--- src/rtl/gra_pkg.sv ---
package gra_pkg;
  localparam int OP_W = 5;

  localparam logic [OP_W-1:0] OP_PASS = 5'b00000;
  localparam logic [OP_W-1:0] OP_INC  = 5'b00001;
  localparam logic [OP_W-1:0] OP_ADD  = 5'b00010;
  localparam logic [OP_W-1:0] OP_SUB  = 5'b00101;
  localparam logic [OP_W-1:0] OP_DEC  = 5'b00110;
  localparam logic [OP_W-1:0] OP_AND  = 5'b01000;
  localparam logic [OP_W-1:0] OP_OR   = 5'b01010;
  localparam logic [OP_W-1:0] OP_XOR  = 5'b01100;
  localparam logic [OP_W-1:0] OP_NOT  = 5'b01110;
  localparam logic [OP_W-1:0] OP_SHR  = 5'b10000;
  localparam logic [OP_W-1:0] OP_SHL  = 5'b11000;

  function automatic logic op_defined(input logic [OP_W-1:0] op);
    return (op == OP_PASS) || (op == OP_INC) || (op == OP_ADD) ||
           (op == OP_SUB)  || (op == OP_DEC) || (op == OP_AND) ||
           (op == OP_OR)   || (op == OP_XOR) || (op == OP_NOT) ||
           (op == OP_SHR)  || (op == OP_SHL);
  endfunction
endpackage

--- src/rtl/gra_alu.sv ---
module gra_alu
  import gra_pkg::*;
#(
  parameter int DATA_W = 8
) (
  input  logic [OP_W-1:0]   op,
  input  logic [DATA_W-1:0] a,
  input  logic [DATA_W-1:0] b,
  output logic [DATA_W-1:0] y
);
  localparam logic [DATA_W-1:0] ONE = DATA_W'(1);

  always_comb begin
    unique case (op)
      OP_PASS: y = a;
      OP_INC:  y = a + ONE;
      OP_ADD:  y = a + b;
      OP_SUB:  y = a - b;
      OP_DEC:  y = a - ONE;
      OP_AND:  y = a & b;
      OP_OR:   y = a | b;
      OP_XOR:  y = a ^ b;
      OP_NOT:  y = ~a;
      OP_SHR:  y = {1'b0, a[DATA_W-1:1]};
      OP_SHL:  y = {a[DATA_W-2:0], 1'b0};
      default: y = '0;
    endcase
  end
endmodule

--- src/rtl/gra_regfile.sv ---
module gra_regfile #(
  parameter int DATA_W = 8,
  parameter int SEL_W  = 3
) (
  input  logic                           clk,
  input  logic                           rst_n,
  input  logic [SEL_W-1:0]               sel_a,
  input  logic [SEL_W-1:0]               sel_b,
  input  logic [SEL_W-1:0]               sel_d,
  input  logic [DATA_W-1:0]              wr_data,
  input  logic [DATA_W-1:0]              ext_in,
  output logic [DATA_W-1:0]              opnd_a,
  output logic [DATA_W-1:0]              opnd_b,
  output logic [((1<<SEL_W)-1)*DATA_W-1:0] regs_flat
);
  localparam int NUM_REGS = (1 << SEL_W) - 1;

  // destination decoder: code 0 enables nothing
  logic [NUM_REGS:1] load_en;

  for (genvar i = 1; i <= NUM_REGS; i++) begin : g_reg
    logic [DATA_W-1:0] q;
    assign load_en[i] = (sel_d == SEL_W'(i));
    always_ff @(posedge clk or negedge rst_n) begin
      if (!rst_n)          q <= '0;
      else if (load_en[i]) q <= wr_data;
    end
    assign regs_flat[(i-1)*DATA_W +: DATA_W] = q;
  end

  // source multiplexers: code 0 picks the external input
  always_comb begin
    opnd_a = ext_in;
    opnd_b = ext_in;
    for (int k = 1; k <= NUM_REGS; k++) begin
      if (sel_a == SEL_W'(k)) opnd_a = regs_flat[(k-1)*DATA_W +: DATA_W];
      if (sel_b == SEL_W'(k)) opnd_b = regs_flat[(k-1)*DATA_W +: DATA_W];
    end
  end
endmodule

--- src/rtl/gra_datapath.sv ---
module gra_datapath
  import gra_pkg::*;
#(
  parameter int DATA_W = 8,
  parameter int SEL_W  = 3,
  parameter int CW_W   = 3*SEL_W + OP_W
) (
  input  logic              clk,
  input  logic              rst_n,
  input  logic [CW_W-1:0]   ctrl_word,
  input  logic [DATA_W-1:0] ext_in,
  output logic [DATA_W-1:0] alu_y
);
  localparam int NUM_REGS = (1 << SEL_W) - 1;
  localparam int A_LSB    = OP_W + 2*SEL_W;
  localparam int B_LSB    = OP_W + SEL_W;
  localparam int D_LSB    = OP_W;

  logic [SEL_W-1:0]           sel_a, sel_b, sel_d;
  logic [OP_W-1:0]            op;
  logic [DATA_W-1:0]          opnd_a, opnd_b;
  logic [NUM_REGS*DATA_W-1:0] reg_snapshot;

  assign sel_a = ctrl_word[A_LSB +: SEL_W];
  assign sel_b = ctrl_word[B_LSB +: SEL_W];
  assign sel_d = ctrl_word[D_LSB +: SEL_W];
  assign op    = ctrl_word[0 +: OP_W];

  gra_regfile #(.DATA_W(DATA_W), .SEL_W(SEL_W)) u_rf (
    .clk(clk), .rst_n(rst_n), .sel_a(sel_a), .sel_b(sel_b), .sel_d(sel_d),
    .wr_data(alu_y), .ext_in(ext_in), .opnd_a(opnd_a), .opnd_b(opnd_b),
    .regs_flat(reg_snapshot)
  );

  gra_alu #(.DATA_W(DATA_W)) u_alu (
    .op(op), .a(opnd_a), .b(opnd_b), .y(alu_y)
  );
endmodule

--- config.mk ---
export PLATFORM = sky130hd
export DESIGN_NAME = gra_datapath
export DESIGN_NICKNAME = d
export VERILOG_FILES = /design/src/rtl/gra_pkg.sv /design/src/rtl/gra_alu.sv /design/src/rtl/gra_regfile.sv /design/src/rtl/gra_datapath.sv
export SDC_FILE = /design/constraint.sdc
export NUM_CORES = 1
export LEC_CHECK = 0
export ABC_AREA = 1
export CORE_ASPECT_RATIO = 1.75
export CORE_MARGIN = 1.5
export CORE_UTILIZATION = 62
export CTS_BUF_LIST = sky130_fd_sc_hd__clkbuf_4 sky130_fd_sc_hd__clkbuf_8
export DETAILED_ROUTE_END_ITERATION = 8
export HOLD_SLACK_MARGIN = 0.02
export PLACE_DENSITY = 0.92
export SETUP_SLACK_MARGIN = 0.05
export SLEW_MARGIN = 25
export SYNTH_ARGS = -nofsm -noshare
export SYNTH_HDL_FRONTEND = slang
export SYNTH_SLANG_ARGS = --single-unit
--- constraint.sdc ---
create_clock -name clk -period 4.53 [get_ports clk]
set_input_delay 0.453 -clock clk [delete_from_list [all_inputs] [get_ports clk]]
set_output_delay 0.453 -clock clk [all_outputs]
set_load 0.02 [all_outputs]
==> out/qor.yml, run 1 <==
status:
  status: "aborted with a tool error"
  haltStage: "5_1_grt"
  tool.error: "[ERROR GRT-0232] Routing congestion too high. Check the congestion heatmap in the GUI."
synthesis:
  ys_ff_latch: 56
  ys_warn_count: 0
  synthCells: 724
  synth_area_per_cell_um2: 6.51
  yosys-top-cells-area: "dfrtp_1, nand2_1, inv_1"
  synth_area_leader_cell: "dfrtp_1"
  synth_ff_type: "dfrtp_1"
  seq_area_frac_synth_pct: 29.7
  synth_top_cell_area_share_pct: 29.7
  synth_area_um2: 4720
  syn_nets: 772
  ys_types: 42
  async_flop_share_pct: 100
  synth_edf_count: 0
floorplanning:
  rows: 41
  die_y_um: 118
  io_pins: 32
  start_util_pct: 64.7
  die_w_um: 68.9
cts:
  ctsRootBufferMaster: "clkbuf_8"
  clockBufferDepth: 2
  cts_max_level: 2
  cts_sinks: 56
  numCtsBuffers: 5
  ctsHoldBuffers: 0
placement:
  hpwl_um: 13500
  dp_cells: 951
  gp_congestion: 1.10
  portBuffers: 31
sta:
  worst_endpoint_kind: "primary output"
  crit_endpoint: "alu_y[7]"
global_routing:
  grt_usage_pct: 67.8
  grt_max_degree: 57
  overflow: 48
## per-stage QoR
step / instance area (µm²) / setup slack, ns
after CTS: 6110 / 0.0510
after global placement: 5970 / -0.619
after floorplan: 4720 / 0.321
after detailed placement: 5970 / -0.764
## Yosys cell counts (2+ instances only)
cell type / n
or2_0: 5
a21oi_1: 36
or2_2: 3
nor2_2: 3
a221oi_1: 3
o211ai_1: 22
inv_2: 19
o2111ai_1: 2
clkinv_1: 5
nand3_2: 4
nor3_4: 5
ha_1: 23
nand2_1: 243
o21ai_0: 47
inv_1: 78
a21oi_2: 2
nor3_2: 2
nand2_2: 5
nand4_1: 7
buf_2: 3
dfrtp_1: 56
nor3_1: 11
o21ai_1: 10
o221ai_1: 2
xor2_1: 2
nor2_1: 61
nand3_1: 39
clkbuf_1: 2
a31oi_1: 5
a21oi_4: 2
buf_4: 3
a211oi_1: 4
## cells by family after synthesis
logic type               count (synthesis)  synth area share (%)
AND/OR/NAND/NOR                        389                  35.8
flip-flops                              56                  29.7
AO/OA/AOI/OAI                          140                  18.0
adder cells (fa/ha/maj)                 24                  6.53
buffers and inverters                  112                  9.45
XOR/XNOR                                 3                 0.557
## routing by layer
layer / overflow / GRT usage, %
met5: 0 / 5.15
met4: 13 / 67.8
met3: 1 / 42.7
met2: 34 / 87.6
met1: 0 / 68.9
## what timing repair did
item,4_1_cts
pin swaps,5
hold endpoints to repair,0
buffers inserted,4
endpoints found under the setup margin,7
resized for setup,31
==> inputs of run 2 (changes only) <==
--- a/config.mk
+++ b/config.mk
@@ -6,14 +6,10 @@
 export NUM_CORES = 1
 export LEC_CHECK = 0
 export ABC_AREA = 1
-export CORE_ASPECT_RATIO = 1.75
 export CORE_MARGIN = 1.5
-export CORE_UTILIZATION = 62
-export CTS_BUF_LIST = sky130_fd_sc_hd__clkbuf_4 sky130_fd_sc_hd__clkbuf_8
+export CORE_UTILIZATION = 40
 export DETAILED_ROUTE_END_ITERATION = 8
-export HOLD_SLACK_MARGIN = 0.02
-export PLACE_DENSITY = 0.92
-export SETUP_SLACK_MARGIN = 0.05
+export PLACE_DENSITY_LB_ADDON = 0.15
 export SLEW_MARGIN = 25
 export SYNTH_ARGS = -nofsm -noshare
 export SYNTH_HDL_FRONTEND = slang
==> run 2 against run 1 <==
Compared with the run above:
- the flow now finishes without violations
- synthesized cell count is the same
- synthesized area stayed put
==> out/qor.yml, run 2 <==
cells_and_area:
  reg_top3: "u_rf.g.q: 56 flops"
  largest_register_ffs: 56
  drive_gt1_share_pct: 27.0
  final_cell_mix: "nand2_1, buf_4, inv_1, nor2_1, dfrtp_1"
  final_common_cell: "nand2_1"
  antenna_cells: 0
  layout.cells.non_filler: 1035
  area_growth_pct: 38.7
  top_register: "u_rf.g.q"
  fin_area_um2: 6540
  finish.utilization_pct: 57.0
  final_nets: 939
floorplanning:
  die_y_um: 112  # -5.7%
  start_util_pct: 41.1  # -24 points
  die_w_um: 112  # +62%
  coreArea_um2: 11500
  die_area_um2: 12500
  io_pins: 32  # unchanged
  rows: 39  # -4.9%
placement:
  portBuffers: 31  # unchanged
  dp_cells: 1016  # +6.8%
  gp_congestion: 0.944  # -14%
  hpwl_um: 12800  # -4.9%
  placed_cell_area_um2: 6100  # +2.2%
synthesis:
  synthMuxAreaShare_pct: 0  # unchanged
  synth_edf_count: 0  # unchanged
  synthAdderAreaFrac_pct: 6.53  # unchanged
  seq_area_frac_synth_pct: 29.7  # unchanged
  yosys-top-cells-area: "dfrtp_1, nand2_1, inv_1"
  async_flop_share_pct: 100  # unchanged
  synth_top_cell_area_share_pct: 29.7  # unchanged
  ys_ff_latch: 56  # unchanged
  synthTopCellsByCount: "nand2_1, inv_1, nor2_1"
  synth_area_leader_cell: "dfrtp_1"
  synthCells: 724  # unchanged
  synth_xor_area_share_pct: 0.557  # unchanged
  synth_ff_type: "dfrtp_1"
  synth_area_um2: 4720  # unchanged
  synth_top_family_by_area: "simple AND/OR/NAND/NOR gates"
  syn_nets: 772  # unchanged
  synth_compound_area_share_pct: 18.0  # unchanged
  ys_types: 42  # unchanged
  synth_area_per_cell_um2: 6.51  # unchanged
  yosys.area_share.simple_pct: 35.8  # unchanged
  ys_warn_count: 0  # unchanged
  yosysMostFrequentCell: "nand2_1"
global_routing:
  antenna_found_initial: 0
  grt_pass1_wl_um: 26300
  overflow: 0
  grt_max_degree: 57
  grt_usage_pct: 26.6
  grt_pass1_vias: 5238
route:
  ant_nets: 0
  first_pass_iters: 5
  wl_per_cell_um: 15.7
  wirelength_um: 16200
  vias_per_cell: 5.26
  drc_errors: 0
  drtIter0Drc: 500
  num_vias: 5439
worst_setup_path:
  required_ns: 4.08
  end_kind: "output port"
  path_class: "input port to output port"
  critPathLaunchType: "input port"
  r2r-start: "u_rf.g_reg[1].q[1]$_DFFE_PN0N_"
  cp.arrival_ns: 3.89
  cp_max_fo: 7
  worstSetupStartpoint: "ctrl_word[13]"
power_and_ir_drop:
  p_leak_nw: 3.38
  power_density_nw_per_um2: 274
  vdd_drop_max_uv: 221
sta:
  fin_skew_ns: 0.00481
  setup_viol: 0
  fin_tns_setup_ns: 0
  worstMarginPinSlew_ns: 0.842
  fmax_mhz: 230
  hold_violations: 0
  maxSlewViolCount: 0
  post-route-period-util_pct: 95.8
  fin_crit_ns: 4.34
  holdWs_ns: 0.285
  relSlewSlack_pct: 43.4
cts:
  cts_max_level: 2  # unchanged
  clk_pin_slew_ns: 0.07
  ctsRootBufferMaster: "clkbuf_16"
  numCtsBuffers: 5  # unchanged
  clk_latency_ns: 0.30
  cts_sinks: 56  # unchanged
  clockBufferDepth: 2  # unchanged
  tritoncts: "yes"
  ctsHoldBuffers: 0  # unchanged
min_path:
  worstHoldPathType: "input port to asynchronous set/reset pin"
job:
  max_cap_viol_count: 0
status:
  status: "completed"
==> run 2: cell counts after synthesis <==
Identical to the previous run, type by type.
==> run 2: cells by family (layout without fill, tap and decap cells) <==
| family | Yosys count | after routing |
|---|---|---|
| simple gates | 389 | 389 |
| buf+inv | 112 | 280 |
| flops | 56 | 56 |
| fa+ha+maj | 24 | 24 |
| xor+xnor | 3 | 3 |
| compound gates | 140 | 140 |
==> run 2: critical path, stage by stage <==
cell and delay (ns):
clkdlybuf4s50_1 0.45, inv_2 0.12, nand3_2 0.16, o21ai_0 0.31
o21ai_0 0.14, o211ai_1 0.12, o211ai_1 0.15, a22oi_2 0.21
inv_1 0.13, ha_4 0.27, buf_4 0.14, a31oi_4 0.16
nor2_1 0.07, nor2_1 0.10, inv_1 0.06, a21oi_2 0.13
xor2_1 0.15, o211ai_1 0.11, nor2_1 0.14, buf_4 0.16
inv_2 0.04, buf_6 0.12
==> run 2: where the power goes <==
group	switching [mW]	total (mW)	internal (mW)
Clock	0.199	0.407	0.208
Sequential	0.0753	0.655	0.579
Combinational	0.404	0.727	0.323
Total	0.679	1.79	1.11
==> run 2: per-layer routing <==
metal | track usage (%) | up-vias | wire (µm) | share of wire [%]
met5 | 0 | - | 0 | 0
li1 | - | 2702 | - | -
met3 | 3.65 | 24 | 1160 | 7.1
met4 | 4.98 | 0 | 222 | 1.4
met1 | 40.4 | 2516 | 7960 | 49
met2 | 40.7 | 197 | 6900 | 42
==> run 2: timing repair <==
item,CTS,global route
setup buffers,3,9
endpoints found under the hold margin,0,0
resized for setup,36,62
endpoints found under the setup margin,7,7
gates cloned,0,0
pin swaps,14,40
==> run 2: worst paths after layout <==
check	slack [ns]	cells after the start	endpoint
max in group asynchronous	3.77	2	u_rf.g_reg[3].q[6]$_DFFE_PN0N_
max reg2reg	0.94	33	u_rf.g_reg[5].q[7]$_DFFE_PN0N_
min reg2reg	0.50	2	u_rf.g_reg[7].q[6]$_DFFE_PN0N_
min in group clk	0.50	2	u_rf.g_reg[7].q[6]$_DFFE_PN0N_
min	0.29	2	u_rf.g_reg[1].q[3]$_DFFE_PN0N_
max	0.19	22	alu_y[6]
==> run 2: final cells by class <==
type / count / area (µm²)
timing repair buffer: 169 / 1350
multi-input combinational: 556 / 3060
fill: 1125 / 4930
sequential: 56 / 1400
clock buffer: 5 / 125
tap: 143 / 179
inverter: 103 / 399
clock inverter: 3 / 22.5
==> run 2: metrics by stage <==
step,setup slack (ns),power [mW]
2_1_floorplan,0.321,0.985
3_3_place_gp,-0.739,1.31
3_5_place_dp,-0.816,1.32
4_1_cts,0.00633,1.74
5_1_grt,-0.0154,1.90
6_report,0.189,1.79
No activity file was read; power rests on OpenSTA's default activity.
==> inputs of run 3 (changes only) <==
--- a/config.mk
+++ b/config.mk
@@ -10,6 +10,7 @@
 export CORE_UTILIZATION = 40
 export DETAILED_ROUTE_END_ITERATION = 8
 export PLACE_DENSITY_LB_ADDON = 0.15
+export RECOVER_POWER = 25
 export SLEW_MARGIN = 25
 export SYNTH_ARGS = -nofsm -noshare
 export SYNTH_HDL_FRONTEND = slang
==> run 3 against run 2 <==
Compared with the run above:
- the run now ends with capacitance limit, slew limit left
- global-route usage did not move
- maximum frequency is 0.58% lower
- hold slack improved by 0.21 ns
- total power about the same
- clock skew rose by 0.00054 ns
- sequential cell count did not move
- combinational power about the same
==> out/qor.yml, run 3 (synthesis gave the netlist of run 2 again) <==
status:
  status: "finished, violations left"
  violations: "capacitance limit, slew limit"
floorplanning:
  die_area_um2: 12500  # unchanged
  die_y_um: 112  # unchanged
  die_w_um: 112  # unchanged
  coreArea_um2: 11500  # unchanged
  io_pins: 32  # unchanged
  rows: 39  # unchanged
  start_util_pct: 41.1  # unchanged
route:
  num_vias: 5433  # -0.11%
  drc_errors: 0  # unchanged
  wirelength_um: 16300  # +0.26%
  first_pass_iters: 5  # unchanged
  drtIter0Drc: 498  # -0.40%
  vias_per_cell: 5.25  # -0.11%
  ant_nets: 0  # unchanged
  wl_per_cell_um: 15.7  # +0.26%
cells_and_area:
  finish.utilization_pct: 57.0  # about the same
  final_common_cell: "nand2_1"
  top_register: "u_rf.g.q"
  final_nets: 939  # unchanged
  drive_gt1_share_pct: 26.9  # -0.11 points
  final_cell_mix: "nand2_1, buf_4, inv_1, nor2_1, dfrtp_1"
  antenna_cells: 0  # unchanged
  area_growth_pct: 38.6  # about the same
  multiInputGateArea_um2: 3060  # unchanged
  ff_latch_area_um2: 1400  # unchanged
  largest_register_ffs: 56  # unchanged
  reg_top3: "u_rf.g.q: 56 flops"
  fillers: 1127  # +0.18%
  layout.cells.non_filler: 1035  # unchanged
job:
  max_cap_viol_count: 1  # +1
worst_setup_path:
  cp_max_fo: 7  # unchanged
  path_class: "input port to output port"
  cp.arrival_ns: 3.91  # +0.02 ns
  critPathLaunchType: "input port"
  end_kind: "output port"
  required_ns: 4.08  # about the same
global_routing:
  overflow: 0  # unchanged
  antenna_found_initial: 0  # unchanged
  grt_pass1_wl_um: 26300  # unchanged
  grt_max_degree: 57  # unchanged
  grt_pass1_vias: 5238  # unchanged
  grt_usage_pct: 26.6  # unchanged
sta:
  hold_violations: 0  # unchanged
  maxSlewViolCount: 57  # +57
  fin_skew_ns: 0.00534  # +0.000535 ns
  worstMarginPinSlew_ns: 3.04  # +2.19 ns
  post-route-period-util_pct: 96.4  # +0.56 points
  fin_crit_ns: 4.37  # +0.0253 ns
  fin_tns_setup_ns: 0  # unchanged
  setup_viol: 0  # unchanged
  fmax_mhz: 229  # -0.58%
  relSlewSlack_pct: -102  # -150 points
  fin_ws_ns: 0.164  # -0.0253 ns
placement:
  place_ws_ns: -0.816  # unchanged
  hpwl_um: 12800  # unchanged
  portBuffers: 31  # unchanged
  gp_congestion: 0.944  # unchanged
  dp_cells: 1016  # unchanged
power_and_ir_drop:
  vdd_drop_max_uv: 219  # -0.58%
  power_density_nw_per_um2: 274  # about the same
  p_leak_nw: 3.38  # -0.11%
  power_mw: 1.79  # about the same
min_path:
  worstHoldPathType: "flop to flop"
cts:
  ctsRootBufferMaster: "clkbuf_16"
  cts_sinks: 56  # unchanged
  cts_max_level: 2  # unchanged
  clockBufferDepth: 2  # unchanged
  clk_latency_ns: 0.30  # about the same
  numCtsBuffers: 5  # unchanged
  tritoncts: "yes"
  clk_pin_slew_ns: 0.08  # about the same
[run 3: cell count changes in the layout (fill, tap and decap cells not counted), sizes merged]
cell    before  now
buf        146  145
clkbuf       5    6
[run 3: final cells by class]
class                      count  share of cell area, %
inverter                     103                   6.11
clock inverter                 3                  0.344
multi-input combinational    556                   46.9
sequential                    56                   21.4
timing repair buffer         169                   20.6
tap                          143                   2.74
clock buffer                   5                   1.91
[run 3: per-layer routing]
layer / GRT usage (%) / part of all wire (%) / vias up
met1: 40.4 / 49 / 2543
met3: 3.65 / 7.2 / 18
met5: 0 / 0 / -
met4: 4.98 / 1.2 / 0
li1: - / - / 2699
met2: 40.7 / 43 / 173
[run 3: power by group]
part / internal [mW] / switching, mW
registers: 0.580 / 0.0757
logic: 0.323 / 0.404
clock network: 0.208 / 0.200
[run 3: timing repair]
item                                    4_1_cts  5_1_grt
hold endpoints to repair                      0        0
pin swaps                                    14       40
hold buffers                                  0        0
gates resized for setup                      36       62
endpoints found under the setup margin        7        7
setup buffers                                 3        9
[run 3: per-stage QoR]
| stage | cell area, µm² | hold slack, ns |
|---|---|---|
| 6_report | 6540 | 0.496 |
| 2_1_floorplan | 4720 | 0.157 |
| 5_1_grt | 6540 | 0.535 |
| 3_3_place_gp | 6100 | 0.467 |
| 3_5_place_dp | 6100 | 0.474 |
| 4_1_cts | 6320 | 0.317 |
[run 3: worst paths after layout]
check                                               start                             end  slack [ns]  cells past startpoint
min                        u_rf.g_reg[7].q[6]$_DFFE_PN0N_  u_rf.g_reg[7].q[6]$_DFFE_PN0N_        0.50                      2
min reg2reg                u_rf.g_reg[7].q[6]$_DFFE_PN0N_  u_rf.g_reg[7].q[6]$_DFFE_PN0N_        0.50                      2
max in group asynchronous                           rst_n  u_rf.g_reg[3].q[6]$_DFFE_PN0N_        1.58                      2
max                                         ctrl_word[13]                        alu_y[6]        0.16                     22
min in group asynchronous                           rst_n  u_rf.g_reg[1].q[3]$_DFFE_PN0N_        1.23                      2
max reg2reg                u_rf.g_reg[1].q[1]$_DFFE_PN0N_  u_rf.g_reg[5].q[7]$_DFFE_PN0N_        0.93                     33
[run 3: worst max-delay path: stages]
cell,delay (ns)
clkdlybuf4s50_1,0.45
inv_2,0.12
nand3_2,0.16
o21ai_0,0.31
o21ai_0,0.15
o211ai_1,0.12
o211ai_1,0.15
a22oi_2,0.21
inv_1,0.13
ha_4,0.27
buf_4,0.14
a31oi_4,0.16
nor2_1,0.07
nor2_1,0.10
inv_1,0.06
a21oi_2,0.13
xor2_1,0.15
o211ai_1,0.11
nor2_1,0.14
buf_4,0.16
inv_2,0.04
buf_6,0.12
